$ cat config.mk
export PLATFORM = sky130hd
export DESIGN_NAME = hsk_byte_link
export DESIGN_NICKNAME = d
export VERILOG_FILES = /design/src/rtl/hsk_byte_link.sv
export SDC_FILE = /design/constraint.sdc
export NUM_CORES = 1
export LEC_CHECK = 0
export ABC_AREA = 0
export BUFFER_PORTS_ARGS = -buffer_cell sky130_fd_sc_hd__buf_4
export CAP_MARGIN = 5
export CORE_UTILIZATION = 50
export DETAILED_ROUTE_END_ITERATION = 6
export PLACE_DENSITY_LB_ADDON = 0.3
export SYNTH_ARGS = -nofsm -noshare
export SYNTH_HDL_FRONTEND = slang
export SYNTH_SLANG_ARGS = --single-unit
$ cat constraint.sdc
create_clock -name clk -period 4.3 [get_ports clk]
set_clock_uncertainty 0.05 [all_clocks]
set_input_delay 1.29 -clock clk [delete_from_list [all_inputs] [get_ports clk]]
set_output_delay 1.29 -clock clk [all_outputs]
set_load 0.1 [all_outputs]
$ cat src/rtl/hsk_byte_link.sv
module hsk_byte_link #(
  parameter int OUT_DEPTH = 16,
  parameter int IN_DEPTH  = 128,
  localparam int OAW = $clog2(OUT_DEPTH + 1),
  localparam int ORW = $clog2(OUT_DEPTH),
  localparam int IAW = $clog2(IN_DEPTH),
  localparam int ICW = $clog2(IN_DEPTH + 1)
) (
  input  logic           clk,
  input  logic           rst_n,
  input  logic           tip_n,
  input  logic           ack_n,
  input  logic           h2c_dir,
  input  logic [7:0]     sr_in,
  output logic           treq_n,
  output logic [7:0]     sr_q,
  output logic           sr_event,
  input  logic           q_wr,
  input  logic [IAW-1:0] q_addr,
  input  logic [7:0]     q_wdata,
  input  logic           q_commit,
  input  logic [ICW-1:0] q_len,
  output logic           pkt_valid,
  output logic [OAW-1:0] pkt_len,
  input  logic [ORW-1:0] out_rd_addr,
  output logic [7:0]     out_rd_data
);

  logic [7:0]     obuf [OUT_DEPTH];
  logic [7:0]     ibuf [IN_DEPTH];
  logic           prev_tip_n, prev_ack_n;
  logic [OAW-1:0] out_idx;
  logic [ICW-1:0] in_idx, in_size;
  logic           hold_v;
  logic [ICW-1:0] hold_len;

  wire active   = !tip_n;
  wire pair_chg = (tip_n != prev_tip_n) || (ack_n != prev_ack_n);
  wire pending  = in_idx < in_size;
  wire [ICW-1:0] len_c = (q_len > ICW'(IN_DEPTH)) ? ICW'(IN_DEPTH) : q_len;
  wire apply    = !active && (hold_v || q_commit);
  wire [ICW-1:0] apply_len = q_commit ? len_c : hold_len;
  wire h2c_step = active && pair_chg && h2c_dir;
  wire store    = h2c_step && (out_idx < OAW'(OUT_DEPTH));
  wire c2h_step = active && pair_chg && !h2c_dir && pending;
  wire xfer_end = !active && !prev_tip_n;
  wire last_out = c2h_step && (ICW'(in_idx + 1'b1) == in_size);

  assign out_rd_data = obuf[out_rd_addr];

  always_ff @(posedge clk) begin
    if (store) obuf[out_idx[ORW-1:0]] <= sr_in;
    if (q_wr)  ibuf[q_addr] <= q_wdata;
  end

  always_ff @(posedge clk or negedge rst_n) begin
    if (!rst_n) begin
      prev_tip_n <= 1'b1;
      prev_ack_n <= 1'b1;
      treq_n     <= 1'b1;
      sr_q       <= '0;
      sr_event   <= 1'b0;
      pkt_valid  <= 1'b0;
      pkt_len    <= '0;
      out_idx    <= '0;
      in_idx     <= '0;
      in_size    <= '0;
      hold_v     <= 1'b0;
      hold_len   <= '0;
    end else begin
      prev_tip_n <= tip_n;
      prev_ack_n <= ack_n;
      sr_event   <= h2c_step || c2h_step || xfer_end || apply;
      pkt_valid  <= xfer_end && (out_idx != '0);
      if (xfer_end && (out_idx != '0)) pkt_len <= out_idx;

      if (store)         out_idx <= out_idx + 1'b1;
      else if (xfer_end) out_idx <= '0;

      if (c2h_step) begin
        sr_q   <= ibuf[in_idx[IAW-1:0]];
        in_idx <= in_idx + 1'b1;
      end
      if (apply) begin
        in_size <= apply_len;
        in_idx  <= '0;
      end

      if (active && q_commit) begin
        hold_v   <= 1'b1;
        hold_len <= len_c;
      end else if (apply) begin
        hold_v <= 1'b0;
      end

      if (last_out) treq_n <= 1'b1;
      else if (!active) begin
        if (pending) treq_n <= 1'b0;
        else if (prev_tip_n && (ack_n != prev_ack_n)) treq_n <= ack_n;
      end
    end
  end

  p_no_overflow_r3: assert property (@(posedge clk) disable iff (!rst_n)
    out_idx <= OAW'(OUT_DEPTH));

  p_idle_window_r2: assert property (@(posedge clk) disable iff (!rst_n)
    tip_n |=> $stable(sr_q));

  p_end_mark_r5: assert property (@(posedge clk) disable iff (!rst_n)
    (!tip_n && !h2c_dir && pair_chg && pending && (in_size - in_idx == ICW'(1))) |=> treq_n);

  p_pkt_notice_r6: assert property (@(posedge clk) disable iff (!rst_n)
    pkt_valid |-> (pkt_len != '0) && (pkt_len <= OAW'(OUT_DEPTH)) && (out_idx == '0));

  p_pending_req_r7: assert property (@(posedge clk) disable iff (!rst_n)
    (tip_n && pending) |=> !treq_n);

  p_idle_mirror_r8: assert property (@(posedge clk) disable iff (!rst_n)
    (tip_n && prev_tip_n && !pending && (ack_n != prev_ack_n)) |=> (treq_n == $past(ack_n)));

  p_hold_release_r9: assert property (@(posedge clk) disable iff (!rst_n)
    (hold_v && tip_n) |=> !hold_v);

  p_hold_take_r9: assert property (@(posedge clk) disable iff (!rst_n)
    (q_commit && !tip_n) |=> hold_v);

endmodule

## Yosys cells after proc, flatten, opt, wreduce, memory -nomap -nowiden

Memory sizes are Yosys's and may differ from the RTL's. A register that Yosys moved wholly into a read port is not among the register bits.
Index checks and enable logic that the tools add are counted.

- Eq/ne operators: 3
- $lt $le $gt $ge: 3
- Mux-type cells: 16
- Reduce and logical (&&, ||, !) cells: 27
- Add/subtract/negate cells: 2

Operator list:

| operator | count |
|---|---|
| two-way mux 8 bit | 4 |
| logical AND 1 bit | 11 |
| two-way mux 1 bit | 10 |
| two-way mux 5 bit | 2 |
| adder 8 x 1 -> 8 bit, second input constant | 1 |
| equality test 8 bit | 1 |
| > comparator 8 bit, second input constant | 1 |
| less-than comparator 8 bit | 1 |
| nonzero test 2 bit | 4 |
| adder 5 x 1 -> 5 bit, second input constant | 1 |
| logical OR 1 bit | 5 |
| less-than comparator 5 bit, second input constant | 1 |
| nonzero test 5 bit | 1 |
| zero test 1 bit | 4 |
| nonzero test 3 bit | 1 |
| inequality test 1 bit | 2 |
| AND reduction 2 bit | 1 |

- Bits in writable memories: 1,152
- Flip-flop bits (word level): 40
- Input bits: 42
- Output and inout bits: 24
- Memories kept: 2
- Logic and storage cells: 64

Memory list:

| memory | depth | width | rd ports | clocked after memory_dff | write ports | line | source |
|---|---|---|---|---|---|---|---|
| ibuf | 128 | 8 | 1 | 1 | 1 | 30 | `logic [7:0] ibuf [IN_DEPTH];` |
| obuf | 16 | 8 | 1 | 0 | 1 | 29 | `logic [7:0] obuf [OUT_DEPTH];` |

## Longest topological paths before layout

- Depth in word-level cells: 8
- Mapped depth: 16
- Mapped depth without buffers: 9

## Least setup slack after synthesis

Ideal clock, no wire load.

- Path kind: input to output
- Start: input port out_rd_addr[0]
- End: output port out_rd_data[0]
- Slack: -0.119 ns
- Path buffers: 2
- Arrival: 3.079 ns
- Required time: 2.960 ns
- Stages: 4
- Path through: clkbuf_1 > buf_2 > mux4_2 > mux4_2

- Word-level cells in the longest chain between the ends: 1

RTL lines:

| what | line | source |
|---|---|---|
| start: declaration | 25 | `input logic [ORW-1:0] out_rd_addr,` |
| memory (16 x 8 bit) | - |  |
| end: declaration | 26 | `output logic [7:0] out_rd_data` |

No other way between the ends.

## Worst setup path in the final report

- Start: input port out_rd_addr[0]
- End: output port out_rd_data[2]

The elaborated chain is that of the path after synthesis.

==> impl_metrics.env <==
export IMPL_synth_common_cells="1152 x edfxtp_1, 253 x mux4_2, 156 x nor2_1, 147 x mux2i_1, 93 x nand2_1"
export IMPL_clockPowerShare_pct=37.1
export IMPL_io_buffer_count=65
export IMPL_grt_max_degree=129
export IMPL_cts_made_buffers=116
export IMPL_first_iter_violations=2755
export IMPL_final_area_mm2=0.05361
export IMPL_grtUsageTotal_pct=23.35
export IMPL_cts_resized_gates=0
export IMPL_clock_latency_ps=700
export IMPL_synthArstFlopShare_pct=4.000
export IMPL_dieArea_mm2=0.09595
export IMPL_grt_busiest_layer="met2"
export IMPL_path_class="in -> out"
export IMPL_cts_tree="yes"
export IMPL_synth_seq_cells=1200
export IMPL_io_pins=66
export IMPL_crit_chain="buf_4 > buf_12 > mux4_2 > mux4_2 > buf_4"
export IMPL_status="completed"
export IMPL_nNetsFinal=2587
export IMPL_syn_instance_count=2378
export IMPL_seq_area_frac_synth_pct=75.59
export IMPL_finalSetupViolCount=0
export IMPL_met2_usage_pct=38.35
export IMPL_start_kind="primary input"
export IMPL_overflow=0
export IMPL_grt_util_met3_pct=3.825
export IMPL_core_mm2=0.09361
export IMPL_hold_end="pkt_len[0]"
export IMPL_detail_route_antenna_nets=0
export IMPL_min_from="pkt_len[0]"
export IMPL_cts_root_buf="clkbuf_16"
export IMPL_cpPeakStageDelay_ps=520
export IMPL_rows=112
export IMPL_hpwl_um=68360
export IMPL_vias_per_cell=6.141
export IMPL_path_clk_slew_ps=60
export IMPL_drc_errors=0
export IMPL_synth_distinct_cells=61
export IMPL_fin_crit_sh_pct=98.31
export IMPL_synth_area_mm2=0.04736
export IMPL_die_height_um=309.8
export IMPL_avgSynthCellArea_um2=19.92
export IMPL_nFillCells=6844
export IMPL_die_w_um=309.8
export IMPL_grt_setup_unrepaired="false"
export IMPL_cp_end_kind="output port"
export IMPL_p_per_area_mw_per_mm2=518.6
export IMPL_grt_pass1_wl_um=162100
export IMPL_layout_min_cycle_time_ps=4227
export IMPL_p_leak_nw=16.87
export IMPL_worstHoldPathType="reg -> reg"
export IMPL_ff2ff_path_depth=8
export IMPL_synthTopCellsByArea="edfxtp_1 73%, mux4_2 12%, mux2i_1 3.1%"
export IMPL_worstMarginPinSlew_ps=917.4
export IMPL_p_switching_w=0.007067
export IMPL_fmax_mhz=236.6
export IMPL_insertedDiodeCount=0
export IMPL_drive_gt1_share_pct=23.51
export IMPL_htreeDepth=3
export IMPL_holdPathStages=2
export IMPL_drt_pass1_iterations=6
export IMPL_yosysTopAreaCell="edfxtp_1"
export IMPL_met1_usage_pct=32.52
export IMPL_antenna_found_initial=6
export IMPL_via_count=23870
export IMPL_critical_path_max_fanout=16
export IMPL_gp_congestion=0.8669
export IMPL_synth_ff_type="edfxtp_1"
export IMPL_cts_hold_buffers=0
export IMPL_internal_power_w=0.02073
export IMPL_grt_pass1_vias=24160
export IMPL_cts_max_path_buffers=3
export IMPL_syn_to_final_growth_pct=13.19
export IMPL_synth_edf_count=1152
export IMPL_fin_tns_setup_ps=0
export IMPL_cp_top_family="multiplexers"
export IMPL_cap_violations=0
export IMPL_worstPathArrival_ps=2890
export IMPL_comb_power_share_pct=15.5
export IMPL_initial_core_util_pct=50.59
export IMPL_yosysWarningCount=0
export IMPL_reg2reg_to="sr_event"
export IMPL_yosys_area_top_type_share_pct=73.04
export IMPL_drv_slew=0
export IMPL_r2r_start="in_idx[1]"
export IMPL_post_cts_buffers=0
export IMPL_cts_sinks=1200
export IMPL_wl_um=109700
export IMPL_rrSetupSlack_ps=780
export IMPL_path_buf_inv=3
export IMPL_worstPathRequired_ps=2960
export IMPL_place_area_mm2=0.04972
export IMPL_hold_viol=0
export IMPL_wire_per_inst_um=28.22
export IMPL_slew_headroom_pct=38.61
export IMPL_power_frac_seq_pct=47.5
export IMPL_yosysMostFrequentCell="edfxtp_1"
export IMPL_slowest_stage="mux4_2"
export IMPL_switching_share_pct=25.42
export IMPL_peakVddDrop_mv=0.3762
export IMPL_syn_num_nets=2434
-- metrics by stage --
stage	total power, W	setup WS (ps)	hold slack, ps	utilization [%]	cells
2_1_floorplan	0.01638	68.25	399.8	-	2378
3_3_place_gp	0.01768	88.81	423.8	53.12	3667
3_5_place_dp	0.01776	47.41	428.4	53.12	3667
4_1_cts	0.02796	45.89	441.7	57.26	3887
5_1_grt	0.02858	32.04	469.7	57.27	3887
6_report	0.02780	72.68	434.0	57.27	3887
-- routing by layer --
layer,part of all wire [%],vias up
li1,-,10091
met1,40,12523
met2,50,1078
met3,7.9,170
met4,2.4,8
met5,0.044,-
-- logic make-up (layout without fill, tap and decap cells) --
family / after synthesis / after routing / share of synthesized area (%)
simple gates: 348 / 348 / 3.197
flops: 1200 / 1200 / 75.59
xor+xnor: 13 / 13 / 0.2404
compound gates: 236 / 236 / 3.493
fa+ha+maj: 14 / 14 / 0.3699
buf+inv: 158 / 413 / 1.762
mux: 409 / 409 / 15.35
-- area by class of cell --
type | count | area, um2 | area share [%]
clock buffer | 146 | 3100 | 5.784
clock inverter | 74 | 780.7 | 1.456
inverter | 25 | 93.84 | 0.1751
multi-input combinational | 1020 | 10740 | 20.03
sequential | 1200 | 35810 | 66.80
tap | 1254 | 1569 | 2.927
timing repair buffer | 168 | 1515 | 2.827
-- placed cells by master (no fill, tap or decap), types with 5 or more instances in the layout --
cell	instances
edfxtp_1	1152
o21ai_0	44
inv_1	19
clkinvlp_4	7
nand4_1	7
nor2b_1	17
mux2i_1	147
a221oi_1	60
clkbuf_16	120
ha_1	14
clkinv_1	26
mux2_2	9
a21oi_1	28
nand3_1	33
buf_12	20
nor2_1	156
xnor2_1	10
o221ai_1	11
o21ai_1	16
clkbuf_1	26
nand2b_1	8
o22ai_1	5
clkinv_2	23
a31oi_1	11
dfrtp_1	41
mux4_2	253
a22o_1	7
bufinv_16	15
nor3_1	15
a22oi_1	28
nand2_1	93
buf_4	147
-- tightest hold or removal path: stages (launching register included) --
cell	delay, ps
dfrtp_1	340
nand2_1	50
o21ai_0	60
-- worst max-delay path by stage --
| stage | start | to | slack (ps) | cells after the start |
|---|---|---|---|---|
| after floorplan | out_rd_addr[0] | out_rd_data[0] | 70 | 4 |
| after global placement | out_rd_addr[0] | out_rd_data[1] | 90 | 5 |
| after detailed placement | out_rd_addr[0] | out_rd_data[1] | 50 | 5 |
| after CTS | out_rd_addr[0] | out_rd_data[1] | 50 | 5 |
| after global routing | out_rd_addr[0] | out_rd_data[1] | 30 | 5 |
| final | out_rd_addr[0] | out_rd_data[2] | 70 | 5 |
-- power by group through the flow --
stage                     sequential [W]  clock [W]  combinational [W]
after floorplan                   0.0137          0            0.00270
after global placement            0.0134          0            0.00426
after detailed placement          0.0134          0            0.00432
after CTS                         0.0132     0.0104            0.00433
after global routing              0.0132     0.0109            0.00452
final                             0.0132     0.0103            0.00430
-- sequential cells by signal (all words and copies together), names as in the netlist --
signal      cells
hold_len        8
hold_v          1
ibuf         1024
in_idx          8
in_size         8
obuf          128
out_idx         5
pkt_len         5
pkt_valid       1
prev_ack_n      1
prev_tip_n      1
sr_event        1
sr_q            8
treq_n          1
No activity file was read; power rests on OpenSTA's default activity.
